## src/rtl/ilv_pkg.sv

```systemverilog
package ilv_pkg;

    localparam int unsigned WORD_MAX = 31;

    typedef enum logic [1:0] {
        ST_IDLE,
        ST_SELECT,
        ST_SHIFT,
        ST_DRAIN
    } rd_state_e;

    function automatic logic [4:0] clamp_len(input logic [5:0] req);
        if (req == 6'd0) return 5'd1;
        if (req > 6'd31) return 5'd31;
        return req[4:0];
    endfunction

endpackage

```

## src/rtl/ilv_slot_sched.sv

```systemverilog
module ilv_slot_sched #(
    parameter int N        = 4,
    parameter int PERIOD   = 402,
    parameter int CONV_CYC = 300,
    localparam int IW      = (N > 1) ? $clog2(N) : 1
) (
    input  logic          clk,
    input  logic          rst_n,
    input  logic          ilv,
    input  logic [N-1:0]  rise_mask,
    output logic          start,
    output logic [IW-1:0] start_idx,
    output logic [N-1:0]  ready_mask
);

    localparam int PW  = $clog2(PERIOD);
    localparam int SPC = PERIOD / N;
    localparam int AW  = $clog2(CONV_CYC + 1);

    logic [PW-1:0] pcnt;
    logic [N-1:0]  hit;

    always_ff @(posedge clk) begin
        if (!rst_n) begin
            pcnt <= '0;
        end else if (pcnt == PW'(PERIOD - 1)) begin
            pcnt <= '0;
        end else begin
            pcnt <= pcnt + 1'b1;
        end
    end

    for (genvar k = 0; k < N; k++) begin : g_slot
        logic [AW-1:0] age_q;

        assign hit[k] = (pcnt == PW'(k * SPC));

        always_ff @(posedge clk) begin
            if (!rst_n) begin
                age_q <= AW'(CONV_CYC);
            end else if (rise_mask[k]) begin
                age_q <= '0;
            end else if (age_q != AW'(CONV_CYC)) begin
                age_q <= age_q + 1'b1;
            end
        end

        assign ready_mask[k] = (age_q == AW'(CONV_CYC));
    end

    always_comb begin
        start     = ilv ? (|hit) : hit[0];
        start_idx = '0;
        for (int i = 0; i < N; i++) begin
            if (hit[i]) start_idx = IW'(i);
        end
    end

endmodule

```

## src/rtl/ilv_sck_gen.sv

```systemverilog
module ilv_sck_gen (
    input  logic       clk,
    input  logic       rst_n,
    input  logic       run,
    input  logic [7:0] div,
    input  logic [4:0] nbits,
    output logic       sck,
    output logic       rise_now,
    output logic       done
);

    logic [7:0] dc;
    logic [4:0] bcnt;
    logic       tick;

    assign tick     = run && (dc == div - 8'd1);
    assign rise_now = tick && !sck;
    assign done     = tick && sck && (bcnt == nbits);

    always_ff @(posedge clk) begin
        if (!rst_n || !run) begin
            dc   <= '0;
            sck  <= 1'b0;
            bcnt <= '0;
        end else if (tick) begin
            dc  <= '0;
            sck <= ~sck;
            if (!sck) bcnt <= bcnt + 5'd1;
        end else begin
            dc <= dc + 8'd1;
        end
    end


    bits_bound_chk: assert property (@(posedge clk) disable iff (!rst_n)
        run |-> (bcnt <= nbits));


    sck_idle_chk: assert property (@(posedge clk) disable iff (!rst_n)
        $rose(sck) |-> $past(run));

endmodule

```

## src/rtl/ilv_lane_bank.sv

```systemverilog
module ilv_lane_bank #(
    parameter int N = 4,
    parameter int W = 31
) (
    input  logic                clk,
    input  logic                rst_n,
    input  logic                clear,
    input  logic                shift,
    input  logic [N-1:0]        en,
    input  logic [N-1:0]        sdo,
    output logic [N-1:0][W-1:0] words
);

    for (genvar g = 0; g < N; g++) begin : g_lane
        logic [W-1:0] lane_q;

        always_ff @(posedge clk) begin
            if (!rst_n || clear) begin
                lane_q <= '0;
            end else if (shift && en[g]) begin
                lane_q <= {lane_q[W-2:0], sdo[g]};
            end
        end

        assign words[g] = lane_q;
    end

endmodule

```

## src/rtl/ilv_adc_rdctl.sv

```systemverilog
module ilv_adc_rdctl
    import ilv_pkg::*;
#(
    parameter int N        = 4,
    parameter int PERIOD   = 402,
    parameter int CONV_CYC = 300,
    localparam int IW      = (N > 1) ? $clog2(N) : 1,
    localparam int W       = WORD_MAX
) (
    input  logic          clk,
    input  logic          rst_n,
    input  logic          ilv_mode,
    input  logic [5:0]    rd_len,
    input  logic [7:0]    sck_div,
    input  logic [N-1:0]  sdo,
    output logic [N-1:0]  cs_n,
    output logic          sck,
    output logic          out_valid,
    input  logic          out_ready,
    output logic [W-1:0]  out_data,
    output logic [IW-1:0] out_chan,
    output logic          ovf
);

    rd_state_e state, nxt;

    logic                start;
    logic [IW-1:0]       start_idx;
    logic [N-1:0]        ready_mask, sel_mask, mask_q, rise_mask;
    logic                ilv_q;
    logic [4:0]          nbits_q;
    logic [7:0]          div_q;
    logic [IW-1:0]       didx;
    logic                sck_rise, sck_done;
    logic [N-1:0][W-1:0] words;
    logic                go, emit, free;

    always_comb begin
        sel_mask = (ilv_mode ? (N'(1) << start_idx) : {N{1'b1}}) & ready_mask;
        go       = (state == ST_IDLE) && start && (|sel_mask);
        emit     = (state == ST_DRAIN) && mask_q[didx];
        free     = !out_valid || out_ready;
        rise_mask = (state == ST_SHIFT && sck_done) ? mask_q : '0;
    end

    ilv_slot_sched #(.N(N), .PERIOD(PERIOD), .CONV_CYC(CONV_CYC)) u_sched (
        .clk        (clk),
        .rst_n      (rst_n),
        .ilv        (ilv_mode),
        .rise_mask  (rise_mask),
        .start      (start),
        .start_idx  (start_idx),
        .ready_mask (ready_mask)
    );

    ilv_sck_gen u_sck (
        .clk      (clk),
        .rst_n    (rst_n),
        .run      (state == ST_SHIFT),
        .div      (div_q),
        .nbits    (nbits_q),
        .sck      (sck),
        .rise_now (sck_rise),
        .done     (sck_done)
    );

    ilv_lane_bank #(.N(N), .W(W)) u_lanes (
        .clk   (clk),
        .rst_n (rst_n),
        .clear (state == ST_SELECT),
        .shift (sck_rise),
        .en    (mask_q),
        .sdo   (sdo),
        .words (words)
    );

    always_comb begin
        nxt = state;
        unique case (state)
            ST_IDLE:   if (go) nxt = ST_SELECT;
            ST_SELECT: nxt = ST_SHIFT;
            ST_SHIFT:  if (sck_done) nxt = ST_DRAIN;
            ST_DRAIN:  if (didx == IW'(N - 1)) nxt = ST_IDLE;
        endcase
    end

    always_ff @(posedge clk) begin
        if (!rst_n) state <= ST_IDLE;
        else        state <= nxt;
    end

    always_ff @(posedge clk) begin
        if (!rst_n) begin
            cs_n      <= '1;
            mask_q    <= '0;
            ilv_q     <= 1'b0;
            nbits_q   <= 5'd1;
            div_q     <= 8'd1;
            didx      <= '0;
            out_valid <= 1'b0;
            out_data  <= '0;
            out_chan  <= '0;
            ovf       <= 1'b0;
        end else begin
            ovf <= 1'b0;
            if (out_valid && out_ready) out_valid <= 1'b0;
            unique case (state)
                ST_IDLE: begin
                    if (go) begin
                        mask_q  <= sel_mask;
                        ilv_q   <= ilv_mode;
                        nbits_q <= clamp_len(rd_len);
                        div_q   <= (sck_div == 8'd0) ? 8'd1 : sck_div;
                        cs_n    <= ~sel_mask;
                    end
                end
                ST_SELECT: didx <= '0;
                ST_SHIFT: begin
                    if (sck_done) cs_n <= '1;
                end
                ST_DRAIN: begin
                    if (emit) begin
                        if (free) begin
                            out_valid <= 1'b1;
                            out_data  <= words[didx];
                            out_chan  <= didx;
                        end else begin
                            ovf <= 1'b1;
                        end
                    end
                    didx <= didx + 1'b1;
                end
            endcase
        end
    end


    out_hold_chk: assert property (@(posedge clk) disable iff (!rst_n)
        (out_valid && !out_ready) |=> (out_valid && $stable(out_data) && $stable(out_chan)));


    drop_cause_chk: assert property (@(posedge clk) disable iff (!rst_n)
        ovf |-> $past(out_valid && !out_ready));


    one_sel_chk: assert property (@(posedge clk) disable iff (!rst_n)
        ilv_q |-> $onehot0(~cs_n));


    sck_framed_chk: assert property (@(posedge clk) disable iff (!rst_n)
        $rose(sck) |-> !(&cs_n));

endmodule

```

## config.mk

```make
export PLATFORM = sky130hd
export DESIGN_NAME = ilv_adc_rdctl
export DESIGN_NICKNAME = d
export VERILOG_FILES = /design/src/rtl/ilv_pkg.sv /design/src/rtl/ilv_slot_sched.sv /design/src/rtl/ilv_sck_gen.sv /design/src/rtl/ilv_lane_bank.sv /design/src/rtl/ilv_adc_rdctl.sv
export SDC_FILE = /design/constraint.sdc
export NUM_CORES = 1
export LEC_CHECK = 0
export BUFFER_PORTS_ARGS = -buffer_cell sky130_fd_sc_hd__buf_2
export CAP_MARGIN = 20
export CORE_MARGIN = 5
export CORE_UTILIZATION = 50
export CTS_CLUSTER_SIZE = 14
export DETAILED_ROUTE_END_ITERATION = 8
export MAX_ROUTING_LAYER = met4
export PLACE_DENSITY = 0.67
export SLEW_MARGIN = 20
export SYNTH_ARGS = -nofsm -noshare
export SYNTH_HDL_FRONTEND = slang
export SYNTH_SLANG_ARGS = --single-unit
export TNS_END_PERCENT = 20
```

## constraint.sdc

```tcl
create_clock -name clk -period 7.4 [get_ports clk]
set_input_delay 1.48 -clock clk [delete_from_list [all_inputs] [get_ports clk]]
set_output_delay 1.48 -clock clk [all_outputs]
set_load 0.01 [all_outputs]
```

After elaboration in Yosys (flattened, before gate mapping)
Cells that the tools add are included.

Bits in registers: 243. Input bits: 22. Output and inout bits: 40. Logic and storage cells: 152.

Add/subtract/negate cells: 9. $lt $le $gt $ge: 2. Equality and inequality tests: 21. Shift operators: 1. Muxes and demuxes: 45. Bitwise gates (word level): 4. Reduce and logical (&&, ||, !) cells: 44.

Operator list (count): 9-bit 2-to-1 mux (8); 31-bit binary-select mux with 2-bit select (1); 9-bit equality test, second input constant (6); 9-bit by 1-bit adder with 9-bit output, second input constant (5); 9-bit != test, second input constant (4); 31-bit 2-to-1 mux (1); 5-bit 2-to-1 mux (4); 1-bit 2-to-1 mux (17); 4-bit 2-to-1 mux (4); 1-bit logical AND (13); 3-bit AND reduction (4); 2-bit nonzero test (6); 2-bit OR reduction (6); 2-bit 2-to-1 mux (5); 9-bit by 7-bit equality test with 1-bit output, second input constant (1); 9-bit by 8-bit equality test with 1-bit output, second input constant (1); 9-bit zero test (1); 8-bit by 1-bit adder with 8-bit output, second input constant (1); 8-bit equality test (1); 8-bit zero test (1); 8-bit 2-to-1 mux (1); 2-bit case mux with 4 select lines (1); 4-bit case mux with 2 select lines (1); 4-bit OR reduction (2); 21 further kinds (31).

Logic depth before layout (Yosys ltp)
Gate-level depths: netlist (run 1).

Depth in word-level cells: 18. Gate-level depth with buffers: 10. Depth with buffers taken out: 9.

Hierarchy
A second synthesis (run 1) with hierarchy kept.

Cell total of the unflattened synthesis: 1310. Area, all modules: 12110.4 µm².

By module, submodules not included: ilv_lane_bank (instances 1, cells each 567, area each 5455.2 µm², sequential area each 2482.4 µm²); ilv_adc_rdctl (instances 1, cells each 332, area each 3230.6 µm², sequential area each 1201.2 µm²); ilv_slot_sched (instances 1, cells each 298, area each 2487.4 µm², sequential area each 900.9 µm²); ilv_sck_gen (instances 1, cells each 113, area each 937.1 µm², sequential area each 280.3 µm²).

Least setup slack after synthesis (run 1)
Ideal clock, no wire load.

Path kind: in2reg. Start point: input rst_n. End point: register u_lanes.g_lane[1].lane_q[25]. Library setup time: 0.067 ns. Arrival time: 2.902 ns. Required time: 7.333 ns. Path slack: 4.431 ns. Cell stages on the path: 7. Buffers on the path: 4. Cell sequence: clkbuf_1 -> nor2b_1 -> clkbuf_1 -> clkbuf_1 -> buf_1 -> nand3_2 -> o21ai_2.

Word-level cells in the longest chain between the ends: 2.

RTL lines: start: declaration (line ilv_adc_rdctl.sv:11) `input logic rst_n,`; 1-bit zero test (line ilv_lane_bank.sv:18) `if (!rst_n || clear) begin`; 1-bit logical OR (line ilv_lane_bank.sv:18); end signal: assignment (line ilv_lane_bank.sv:21) `lane_q <= {lane_q[W-2:0], sdo[g]};`; end: declaration (line ilv_lane_bank.sv:15) `logic [W-1:0] lane_q;`.

Every way passes these cells. A chain may end at the register's enable or synchronous reset.

Worst setup path after layout (run 1)
Start point: register div_q[0]. End point: register u_lanes.g_lane[1].lane_q[11].

Word-level cells in the longest chain between the ends: 5.

RTL lines: start: declaration (line ilv_adc_rdctl.sv:32) `logic [7:0] div_q;`; start signal: assignment (line ilv_adc_rdctl.sv:113) `div_q <= (sck_div == 8'd0) ? 8'd1 : sck_div;`; 8-bit by 1-bit subtractor with 8-bit output (line ilv_sck_gen.sv:16) `assign tick = run && (dc == div - 8'd1);`; 8-bit equality test (line ilv_sck_gen.sv:16); 1-bit logical AND (line ilv_sck_gen.sv:16); 1-bit logical AND (line ilv_sck_gen.sv:17) `assign rise_now = tick && !sck;`; 1-bit logical AND (line ilv_lane_bank.sv:20) `end else if (shift && en[g]) begin`.

Every way passes these cells.

==> flow_results.org, run 1 <==
** Clock network
- The number of setup buffers added after CTS is 0.
- Number of buffers inserted during clock tree synthesis :: 27
- Number of gates resized after cts :: 0
- Clock Pin Slew Worst Setup and Hold Paths :: around 0.060 ns
- Clock tree from TritonCTS :: built
- In this run the number of H-tree levels came out at 1.
- # hold bufs at CTS :: 0
- The later pin in the worst-skew pair is clocked with a latency of 0.52 ns.
- Total number of clock tree sinks :: about 240
- Counting along the longest clock path gives a buffer depth of 3.
- Clock tree synthesis selected as its root buffer the cell clkbuf_16.

** Floorplan
- Full die area :: ~0.027 sq mm
- The floorplan step set the die width to about 160 um.
- The core region is 0.0234 sq mm.
- Starting density of the core :: 0.507
- Overall die height :: ~160 um
- IO Pins :: between 60 and 70
- The floorplan has between 50 and 60 rows.

** Global routing
- The number of antenna violations at the first check in global routing was 0.
- Entering global routing, the biggest net connects between 100 and 150 pins.
- For this run, the total global-route usage over all layers was measured as 0.176.
- In this run the most used layer during global routing was met2.
- Vias in the first global route :: around 7800
- In the global route stage, met2 resource usage came out at 0.283.
- The total overflow left after global routing is 0.
- Global-route wire length before repair :: about 39000 um
- For this run, global-route usage on met3 was measured as 0.0241.
- In the global route stage, met1 resource usage came out at 0.239.

** Yosys
- In the synthesized netlist, the number of instances is ~1200.
- During synthesis, Yosys emitted a total of 0 warnings.
- Async S/R FF share, synth :: 0
- The most used flip-flop cell after synthesis is dfxtp_1.
- Count of cell types in the netlist :: 58
- The number of nets in the synthesized netlist is around 1300.
- Number of synthesized flops with an enable pin :: 0
- Of the synthesized area, sequential elements account for 0.410.
- After synthesis the cells add up to approximately 0.012 sq mm.
- Flip-flop and latch count after synthesis :: between 200 and 250
- After synthesis, the mean cell area works out to roughly 9.7 sq um.

** Final layout
- Combined area of the multi-input logic cells :: ~0.0065 sq mm
- Number of filler instances in the final layout :: 2163
- Number of nets in the layout :: approximately 1300
- Relative to the synthesized area, the layout overhead comes to 10.2%.
- For this run, the share of the core covered by cells in the final layout is 0.559.
- 0 antenna diodes ended up in the layout.
- In the final layout, flip-flops and latches occupy just under 0.005 sq mm.
- Of the cells placed in the final design, the portion with a size suffix greater than 1 is 0.319.

** STA
- Measured against its own limit, the worst slew margin works out to 0.282.
- For this run, the top clock speed supported by timing is 266 MHz.
- Setup violations remaining at the end of the flow were counted as 0.
- Worst slack on hold paths :: 0.460 ns
- Between clock sinks in the finished design, the worst skew comes to 0.00948 ns.
- Setup total negative slack on the finished layout was measured at 0 ns.
- Dividing the final minimum period by the clock period gives 0.508.
- The final-report max-slew violation count was 0.
- Final period demand of the worst path :: approximately 3.8 ns
- Worst slew pin tran :: between 1 and 1.5 ns
- Final hold viol count :: 0
- Setup repair after global routing left no endpoint under its margin.

** Placement
- Routability-driven placement finished with a final weighted congestion of ~0.8.
- Port Buf Inserts :: 61
- HPWL after DPL :: around 14000 um

** Power and ir drop
- Across the VDD grid, the largest voltage drop is 171 uV.
- Dividing total power by cell area gives a power density of about 240 mW/mm^2.
- Summing internal, switching and leakage power gives approximately 3.2 mW.
- Cell leakage power :: approximately 4.5 nW

** Drt
- Via count normalized by instance count :: between 5 and 6
- In the final routed layout, each cell accounts on average for roughly 15 um.
- Detailed routing inserted a total of approximately 8300 vias.
- ANT nets after route :: 0
- After detailed routing, the number of remaining DRC violations is 0.
- Starting DRT DRC Count :: 387
- The routed design has 22900 um of wire.
- The first detailed-routing pass ran for 4 iterations.

** Critical path
- The critical path goes through inv_1 -> ha_1 -> o21bai_1 -> a2111oi_2 -> a311oi_2 -> a2111oi_4 -> nand2_4 -> nand3_2 -> o21ai_2.
- Counting both buffers and inverters, the worst setup path holds a total of 1.
- The critical path is of the reg -> reg type.
- Worst Path Required :: slightly below 8 ns
- STA classifies the critical path startpoint as a flop.
- Category of cells accounting for the largest share of critical-path delay :: compound AO/OA/AOI/OAI gates
- Worst-path fanout max :: 62
- The worst register-to-register path has a setup slack of between 3 and 4 ns.
- Standard cell with the maximum stage delay on the critical path :: a2111oi_4
- Critical path's largest stage delay :: around 0.90 ns
- Data arrival time of the critical path :: around 4.1 ns
- Crit path capture type :: flop

** Min path
- In this run the worst hold path is classified as reg -> reg.

** Run
- Maximum Capacitance Violations :: 0

** Outcome
- The flow ran to the end, and the final reports show no timing, DRC or antenna violations.
## flip-flops by register name, indices dropped and copies added (netlist names), 5 cells and up
register,flops
u_lanes.g_lane.lane_q,124
u_sched.g_slot.age_q,36
out_data,31
u_sched.pcnt,9
div_q,8
u_sck.dc,8
nbits_q,5
u_sck.bcnt,5
## Yosys cell counts, types with 7 or more instances
cell type  instances  area share
xor2_1            33       0.024
a21oi_1            8      0.0034
a21boi_0          42       0.027
and3_1            31       0.016
nor2b_1            7      0.0037
inv_1             18      0.0057
o21ai_0           28       0.012
buf_1             13      0.0041
buf_6             24       0.023
o21ai_2          124       0.092
clkbuf_1          43       0.014
ha_1              19       0.020
xnor2_1           28       0.021
nand3_2          111       0.094
dfxtp_1          243        0.41
nand3_1           30       0.013
nor2_1            37       0.012
nand2_1          236       0.075
nor3_1             9      0.0038
nand2b_1           8      0.0042
nand4_1           14      0.0074
and2_1             9      0.0047
mux4_2            31       0.059
## cells in the final DEF, fill, tap and decap left out, types with 4 or more instances in the layout
master	count
and3_1	31
and2_1	9
nand2b_1	8
xnor2_1	28
nand2_4	4
xor2_1	33
a21boi_1	6
buf_4	7
nand3_1	30
a21oi_1	8
a21boi_0	42
buf_2	61
clkinv_2	6
ha_1	19
inv_1	18
clkbuf_1	5
mux4_2	31
nor3_1	9
clkbuf_8	6
dfxtp_1	241
nor4_1	5
nor2b_1	6
nand2_1	236
nand4_1	14
nor2_1	36
nand3_2	111
o21ai_0	28
clkbuf_16	27
mux2i_1	4
o21ai_2	124
or2_2	4
## layer usage
metal | vias to the layer above | share of wire
met5 | - | 0
met4 | 0 | 0.020
met3 | 32 | 0.032
met2 | 97 | 0.46
met1 | 3888 | 0.49
li1 | 4317 | -
## stage by stage
step | cell area, sq um | setup WS [ns] | cells
finish | 13100 | 3.64 | 1573
global route | 13100 | 3.36 | 1573
CTS | 13100 | 3.59 | 1573
detailed placement | 12200 | 3.27 | 1524
global placement | 12200 | 3.32 | 1524
floorplan | 11900 | 4.43 | 1218
## area by class of cell
type,instances,share of cell area
inverter,18,0.00517
multi-input combinational,875,0.493
sequential,243,0.372
clock inverter,11,0.0103
clock buffer,38,0.0594
tap,319,0.0305
timing repair buffer,69,0.0289
## path summary, 6_finish.rpt
check | cells after the start | endpoint | from
worst max register to register | 9 | u_lanes.g_lane[1].lane_q[11] | div_q[0]
worst min register to register | 2 | u_lanes.g_lane[2].lane_q[30] | u_lanes.g_lane[2].lane_q[30]
worst min-delay path | 2 | u_lanes.g_lane[2].lane_q[30] | u_lanes.g_lane[2].lane_q[30]
worst max-delay path | 9 | u_lanes.g_lane[1].lane_q[11] | div_q[0]
## report_power, final
part / switching [mW] / total [mW] / internal, mW
Clock: 0.531 / 1.36 / 0.833
Sequential: 0.0435 / 1.39 / 1.34
Combinational: 0.287 / 0.428 / 0.141
Total: 0.862 / 3.18 / 2.32
## worst register-to-register path, cell delays in order (launching register included)
cell and delay (ns):
dfxtp_1 0.43, inv_1 0.09, ha_1 0.28, o21bai_1 0.20, a2111oi_2 0.39, a311oi_2 0.12
a2111oi_4 0.90, nand2_4 0.78, nand3_2 0.35, o21ai_2 0.07
## cell families after synthesis
logic type	Yosys count	synth area share
AND/OR/NAND/NOR	522	0.255
flip-flops	243	0.410
AO/OA/AOI/OAI	235	0.158
buffers and inverters	100	0.0470
XOR/XNOR	61	0.0450
multiplexers	38	0.0651
adder cells (fa/ha/maj)	19	0.0200
Power figures use the tool's default switching activity.
==> run 2: changes to the inputs <==
Settings changed: ABC_AREA set to 1, PLACE_DENSITY 0.67 to 0.7.
Clock period 7.4 ns to 3.4 ns, I/O delays scaled along.
==> flow_results.org, run 2 <==
** Clock network
- Post-CTS setup buffer count :: 0 (unchanged)
- The number of buffers created by CTS was 27 (unchanged).
- Buffer type at the clock tree root :: clkbuf_16
- The clock latency of the later-clocked register in the worst-skew pair was 0.53 ns (about the same).
- Number of buffers on the longest clock path :: 3 (unchanged)
- The total number of H-tree levels is 1 (unchanged).
- Clock Pin Slew Worst Setup and Hold Paths :: 0.06 ns (about the same)
- Total number of clock tree sinks :: 243 (unchanged)
- TritonCTS built the clock tree.
- Number of gates resized after cts :: 0 (unchanged)
- The number of buffers inserted by hold repair at cts is 0 (unchanged).

** Yosys
- Summed instance area of the synthesized netlist :: 0.0116 sq mm (-2.0%)
- Count of cell types in the netlist :: 38 (-34%)
- Ranked by total cell area, the synthesized netlist is headed by dfxtp_1 42%, nand2_1 15%, nor2_1 10%.
- Ranked by instance count, the synthesized netlist is headed by 467 x nand2_1, 324 x nor2_1, 243 x dfxtp_1, 211 x inv_1, 130 x a21oi_1.
- Flip-flop and latch count after synthesis :: 243 (unchanged)
- The Yosys warning count was 0 (unchanged).
- In the synthesized netlist the dominant register cell turns out to be dfxtp_1.
- Portion of synthesized cell area occupied by the leading cell type :: 0.418 (+0.00838)
- Number of synthesized flops with an enable pin :: 0 (unchanged)
- Gate count after technology mapping :: 1757 (+44%)
- Post-Synthesis Mean Instance Area :: 6.62 sq um (-32%)
- Top cell type by total area after synthesis :: dfxtp_1
- Net count after synthesis :: 1798 (+43%)
- The sequential share of the synthesized area was 0.418 (+0.00838).
- Async S/R FF share, synth :: 0 (unchanged)
- Dominant cell by count in the synthesized netlist :: nand2_1

** Global routing
- The number of antenna violations at the first check in global routing was 0 (unchanged).
- The maximum number of pins on one net before global-route repair is 67 (-51%).
- Overflow left after global routing :: 0 (unchanged)
- Aggregate global-route resource usage :: 0.197 (+0.0212)
- The global-route wire length before repair is 43800 um (+12%).
- The via count of the first global-routing pass was 9510 (+21%).

** Critical path
- The arrival time at the worst endpoint is 2.93 ns (-1.20 ns).
- Worst-path fanout max :: 62 (unchanged)
- The critical path in this run is classified as reg -> reg.
- Traced cell by cell, the critical path runs through inv_2 -> ha_1 -> nand2_1 -> nand2_2 -> nand3_1 -> nand2_1 -> nor2_1 -> and2_1 -> nand4_4 -> buf_4 -> nand2_1 -> nand2_1 -> nor2_1.
- In this run the critical register-to-register path is launched from div_q[0].
- Most frequent CP cell :: nand2_1
- The required time of the critical path is 3.86 ns (-3.91 ns).
- Standard cell with the maximum stage delay on the critical path :: and2_1
- Critical path's largest stage delay :: 0.44 ns (-0.46 ns)
- The cell family contributing the most delay on the critical path is simple AND/OR/NAND/NOR gates.
- The endpoint identified for the worst register-to-register timing path is u_lanes.g_lane[2].lane_q[8].
- Worst Reg2Reg Path Length in Cells :: 13 (+4)
- Slack of the worst reg-to-reg path :: 0.93 ns (-2.71 ns)
- Startpoint type of the worst setup path :: flop
- The buffers plus inverters on the worst setup path came to 2 (+1).
- Crit path capture type :: flop

** STA
- Setup repair after global routing missed its margin :: no
- The highest achievable clock rate came to 405 MHz (+52%).
- The remaining max-slew budget at the tightest pin was 0.542 (+0.259).
- Final setup violation count :: 0 (unchanged)
- The final-report max-slew violation count was 0 (unchanged).
- The count of final hold-check violations came to 0 (unchanged).
- Worst slew pin tran :: 0.686 ns (-0.390 ns)
- Layout Skew :: 0.0121 ns (+0.00265 ns)
- Final period utilization :: 0.726 (+0.218)
- Setup TNS :: 0 ns (unchanged)
- Final period demand of the worst path :: 2.47 ns (-1.29 ns)

** Final layout
- Fraction of final layout cells sized beyond drive strength 1 :: 0.0815 (-0.237)
- Register area :: 0.00487 sq mm (about the same)
- The layout filler cell count is 2224 (+2.8%).
- Number of nets in the layout :: 1824 (+43%)
- The area taken by multi-input logic gates came to 0.00553 sq mm (-14%).
- More flip-flops sit in one register than any other, and that register is u_lanes.g_lane.lane_q.
- The number of diodes came to 0 (unchanged).
- The largest registers in the layout are u_lanes.g_lane.lane_q (124), u_sched.g_slot.age_q (36), out_data (31).
- The library cell used most frequently in the layout, excluding fill and tap cells, is nand2_1.
- The top cell types in the final layout, fill and taps aside, are 467 x nand2_1, 323 x nor2_1, 242 x dfxtp_1.
- The flip-flop count of the largest register, all copies and words added is 124 (unchanged).
- The fraction of the core area covered by cells at the end of the flow was 0.568 (+0.00933).
- Compared with the post-synthesis result, the final layout area differs by 11.3%.

** Floorplan
- The starting density of the core is 0.510 (+0.00346).
- IO Pins :: 62 (unchanged)
- Site Rows :: 55 (-1.8%)
- The die area is 0.0264 sq mm (-1.9%).
- The height of the chip came to 162 um (-0.94%).
- Core region area :: 0.0228 sq mm (-2.7%)
- The die extent in x was 162 um (-0.94%).

** Min path
- For hold timing, the worst endpoint is u_lanes.g_lane[2].lane_q[0].
- The number of instances on the worst hold path is 3 (+1).
- Class of the tightest hold or removal check :: in -> reg
- Critical hold path startpoint :: sdo[2]

** Drt
- Via count :: 10300 (+24%)
- Starting DRT DRC Count :: 584 (+51%)
- The post-route antenna net violation count came to 0 (unchanged).
- The count of unresolved DRC violations after routing is 0 (unchanged).
- The wire length after detailed routing came to 25500 um (+11%).
- The vias per cell came to 4.87 (-8.1%).
- The length of the first detailed-routing pass in iterations was 5 (+1).
- The final routed wire length divided by cell count is 12.1 um (-17%).

** Power and ir drop
- Cell leakage power :: 6.43 nW (+42%)
- Largest vdd supply drop :: 291 uV (+70%)
- Pwr dens :: 606 mW/mm^2 (+150%)

** Placement
- Routability congestion estimate from global placement :: 0.856 (+10%)
- The half-perimeter wire length after detailed placement came to 16700 um (+16%).
- Port Buf Inserts :: 61 (unchanged)

** Outcome
- Result of the run :: finished, final reports clean

** Run
- Maximum Capacitance Violations :: 0 (unchanged)
-- run 2: cell type report --
cell class | instances | area share
clock buffer | 40 | 0.0637
clock inverter | 9 | 0.00648
sequential | 243 | 0.376
timing repair buffer | 76 | 0.0333
inverter | 218 | 0.0632
tap | 313 | 0.0303
multi-input combinational | 1217 | 0.427
-- run 2: worst max-delay path by stage --
stage                     startpoint                      endpoint  slack, ns  cells past startpoint
after floorplan             div_q[0]  u_lanes.g_lane[2].lane_q[10]       1.45                     12
after global placement      div_q[0]  u_lanes.g_lane[1].lane_q[30]        1.0                     12
after detailed placement    state[0]  u_lanes.g_lane[1].lane_q[30]       0.95                     11
after CTS                   div_q[1]   u_lanes.g_lane[2].lane_q[8]       0.93                     13
after global routing        div_q[0]  u_lanes.g_lane[1].lane_q[30]       0.63                     12
final                       div_q[0]   u_lanes.g_lane[2].lane_q[8]       0.93                     13
-- run 2: worst reg2reg max path: cells and delay by family, from the launching register on --
family	cells	cell delay, ns
adder cells (fa/ha/maj)	1	0.26
buffers and inverters	2	0.42
AND/OR/NAND/NOR	10	1.40
flip-flops	1	0.34
-- run 2: logic make-up (layout without fill, tap and decap cells) --
kind of cell	count (synthesis)	count (layout)	share of synthesized area
AO/OA/AOI/OAI	247	247	0.111
XOR/XNOR	21	21	0.0158
adder cells (fa/ha/maj)	19	19	0.0204
buffers and inverters	297	343	0.107
flip-flops	243	243	0.418
AND/OR/NAND/NOR	930	930	0.328
-- run 2: per-stage QoR --
stage / hold WS (ns) / power [mW] / setup WS (ns) / cells / cell area, sq um
finish: 0.374 / 7.85 / 0.932 / 2116 / 12900
global route: 0.365 / 8.33 / 0.629 / 2116 / 12900
CTS: 0.358 / 7.92 / 0.934 / 2116 / 12900
detailed placement: 0.439 / 4.98 / 0.950 / 2067 / 12000
global placement: 0.437 / 4.95 / 0.996 / 2067 / 12000
floorplan: 0.433 / 4.59 / 1.45 / 1757 / 11600
-- run 2: per-layer routing --
| metal | vias up | routed length, um | share of wire | global-route usage |
|---|---|---|---|---|
| met5 | - | 0 | 0 | - |
| met4 | 0 | 380 | 0.015 | 0.0442 |
| met3 | 27 | 1030 | 0.040 | 0.0266 |
| met2 | 164 | 11600 | 0.46 | 0.322 |
| met1 | 4602 | 12500 | 0.49 | 0.262 |
| li1 | 5509 | - | - | - |
-- run 2: where the power goes --
part	switching, mW	leakage, nW	internal, mW	total [mW]
logic	1.17	4.03	0.549	1.71
registers	0.168	1.97	3.04	3.21
clock network	1.17	0.439	1.75	2.92
total	2.50	6.43	5.34	7.85
==> run 3: changes to the inputs <==
Settings changed: PLACE_DENSITY 0.7 to 0.67.
Clock period 3.4 ns to 2.5 ns, I/O delays scaled along.
==> flow_results.org, run 3 (synthesized netlist as in run 2, its figures left out) <==
** Outcome
- Result of the run :: finished, final reports clean

** Global routing
- Aggregate global-route resource usage :: 0.203 (+0.00583)
- The via count of the first global-routing pass was 9691 (+1.9%).
- The number of antenna violations at the first check in global routing came to 0 (unchanged).
- Overflow left after global routing :: 0 (unchanged)
- The maximum number of pins on one net before global-route repair came to 125 (+87%).
- Global-route wire length before repair :: 44800 um (+2.4%)

** Floorplan
- Starting density of the core :: 0.510 (unchanged)
- The count of boundary I/O pins came to 62 (unchanged).
- Site Rows :: 55 (unchanged)
- Overall die height :: 162 um (unchanged)
- Full die area :: 0.0264 sq mm (unchanged)
- The die extent in x is 162 um (unchanged).
- Core region area :: 0.0228 sq mm (unchanged)

** Final layout
- Number of nets in the layout :: 1836 (+0.66%)
- Leaving out fill and tap cells, the most frequent cell in the layout is nand2_1.
- Final Instance Count excl. Fillers :: 2130 (+0.66%)
- The fraction of the core area covered by cells at the end of the flow is 0.574 (+0.00621).
- Fraction of final layout cells sized beyond drive strength 1 :: 0.0864 (+0.00488)
- The number of diodes was 0 (unchanged).
- The layout filler cell count came to 2218 (-0.27%).
- The library cells used most frequently in the layout, excluding fill and tap cells, are 467 x nand2_1, 323 x nor2_1, 242 x dfxtp_1.
- Cell area after layout :: 0.0131 sq mm (+1.1%)
- Top Registers :: u_lanes.g_lane.lane_q (124), u_sched.g_slot.age_q (36), out_data (31)
- Ranked by flip-flop count, first place goes to u_lanes.g_lane.lane_q.
- The flip-flop count of the largest register, all copies and words added is 124 (unchanged).
- The area growth from synthesis to layout is 12.5%.

** STA
- Max Transition Viols Final :: 0 (unchanged)
- Setup repair after global routing missed its margin :: no
- Worst slew margin relative to its limit :: 0.565 (+0.0235)
- The setup clock skew after layout is 0.0121 ns (-0.0000230 ns).
- The final setup TNS is 0 ns (unchanged).
- Final period demand of the worst path :: 2.19 ns (-0.279 ns)
- Final hold viol count :: 0 (unchanged)
- The ratio of final minimum period to clock period came to 0.876 (+0.150).
- The highest achievable clock rate is 457 MHz (+13%).
- Worst slew pin tran :: 0.648 ns (-0.0376 ns)
- Final setup violation count :: 0 (unchanged)

** Run
- Maximum Capacitance Violations :: 0 (unchanged)

** Placement
- HPWL after DPL :: 17400 um (+4.5%)
- The total cell area at the placement stage is 0.0122 sq mm (+1.0%).
- Port Buf Inserts :: 61 (unchanged)
- Routability congestion estimate from global placement :: 0.862 (+0.65%)
- # placed instances :: 2078 (+0.53%)

** Critical path
- STA classifies the critical path startpoint as a flop.
- Path type of the worst setup path :: reg -> reg
- Worst R2R Start :: div_q[0]
- The arrival time at the worst endpoint came to 2.65 ns (-0.28 ns).
- The worst setup path is captured at a flop.
- The slack of the worst reg-to-reg path came to 0.31 ns (-0.62 ns).
- In this run the critical register-to-register path is captured at u_lanes.g_lane[0].lane_q[11].
- Worst-path fanout max :: 32 (-48%)
- Worst Reg2Reg Path Length in Cells :: 13 (unchanged)
- The required time of the critical path was 2.96 ns (-0.90 ns).

** Drt
- Starting DRT DRC Count :: 665 (+14%)
- The total via count in the routed design was 10400 (+1.3%).
- Via count normalized by instance count :: 4.90 (+0.66%)
- Average detailed-routed wire length per instance :: 12.3 um (+1.6%)
- ANT nets after route :: 0 (unchanged)
- The length of the first detailed-routing pass in iterations was 5 (unchanged).
- Total DRC errors in the routed layout :: 0 (unchanged)
- Final routed wirelength across all metal layers :: 26100 um (+2.3%)

** Min path
- Hold Crit Endpoint :: u_lanes.g_lane[3].lane_q[0]
- Cell depth of the worst hold path :: 3 (unchanged)
- In this run the most critical hold path is launched from sdo[3].
- Class of the tightest hold or removal check :: in -> reg

** Clock network
- The number of buffers inserted by hold repair at cts was 0 (unchanged).
- Buffer type at the clock tree root :: clkbuf_16
- The clock-pin slew on the worst setup and hold paths came to 0.06 ns (about the same).
- Number of buffers inserted during clock tree synthesis :: 28 (+3.7%)
- Number of buffers on the longest clock path :: 3 (unchanged)
- The clock net sink count is 243 (unchanged).
- The clock latency of the later-clocked register in the worst-skew pair came to 0.53 ns (about the same).
- The total number of H-tree levels came to 1 (unchanged).
- TritonCTS built the clock tree.
- Post-CTS setup buffer count :: 0 (unchanged)
- The post-cts repair resize count is 0 (unchanged).

** Power and ir drop
- Pwr dens :: 832 mW/mm^2 (+37%)
- Cell leakage power :: 6.53 nW (+1.4%)
- The total power of the final layout came to 10.9 mW (+39%).
- The peak ir drop on the vdd network is 552 uV (+90%).
[run 3: changes by cell type in the layout (fill, tap and decap cells not counted), sizes merged]
cell      previous run  this run
buf                 76        87
bufinv               1         2
clkbuf              40        41
clkinv               7        12
clkinvlp             4         0
[run 3: final cells by class]
class	instances	area, sq um	area share
clock buffer	41	821	0.0627
clock inverter	11	109	0.00832
tap	313	392	0.0299
inverter	218	818	0.0626
multi-input combinational	1217	5530	0.422
timing repair buffer	87	551	0.0421
sequential	243	4870	0.372
[run 3: how the worst max path moves through the flow]
stage	from	to	slack [ns]
5_1_grt	u_sched.pcnt[0]	nbits_q[4]	0.03
3_5_place_dp	mask_q[0]	out_data[1]	0.32
2_1_floorplan	div_q[0]	u_lanes.g_lane[2].lane_q[10]	0.55
4_1_cts	div_q[0]	u_lanes.g_lane[1].lane_q[22]	0.29
3_3_place_gp	div_q[0]	u_lanes.g_lane[1].lane_q[30]	0.34
6_report	div_q[0]	u_lanes.g_lane[0].lane_q[11]	0.31
[run 3: worst max-delay path, stage by stage (launching register included)]
cell,delay [ns]
dfxtp_1,0.34
inv_2,0.07
ha_1,0.30
xnor2_1,0.12
nor2_1,0.14
nand3_1,0.11
nor2_2,0.11
and2_1,0.14
buf_4,0.18
nand4_4,0.09
buf_4,0.25
nand2_1,0.09
nand2_1,0.05
nor2_1,0.12
[run 3: per-layer routing]
layer  routed length, um  vias to the layer above  GRT usage
met5                   0                        -          -
met4                 698                        0     0.0507
met3                1050                       44     0.0266
met2               11600                      185      0.329
met1               12800                     4666      0.270
li1                    -                     5544          -
[run 3: through the flow]
| step | setup slack [ns] | hold WS [ns] |
|---|---|---|
| 2_1_floorplan | 0.546 | 0.433 |
| 3_3_place_gp | 0.345 | 0.444 |
| 3_5_place_dp | 0.322 | 0.448 |
| 4_1_cts | 0.290 | 0.176 |
| 5_1_grt | 0.0289 | 0.202 |
| 6_report | 0.310 | 0.196 |
[run 3: report_power, final]
group / leakage [nW] / internal, mW / switching, mW / total (mW)
logic: 4.10 / 0.814 / 1.62 / 2.43
clock network: 0.466 / 2.47 / 1.61 / 4.08
registers: 1.97 / 4.14 / 0.226 / 4.37
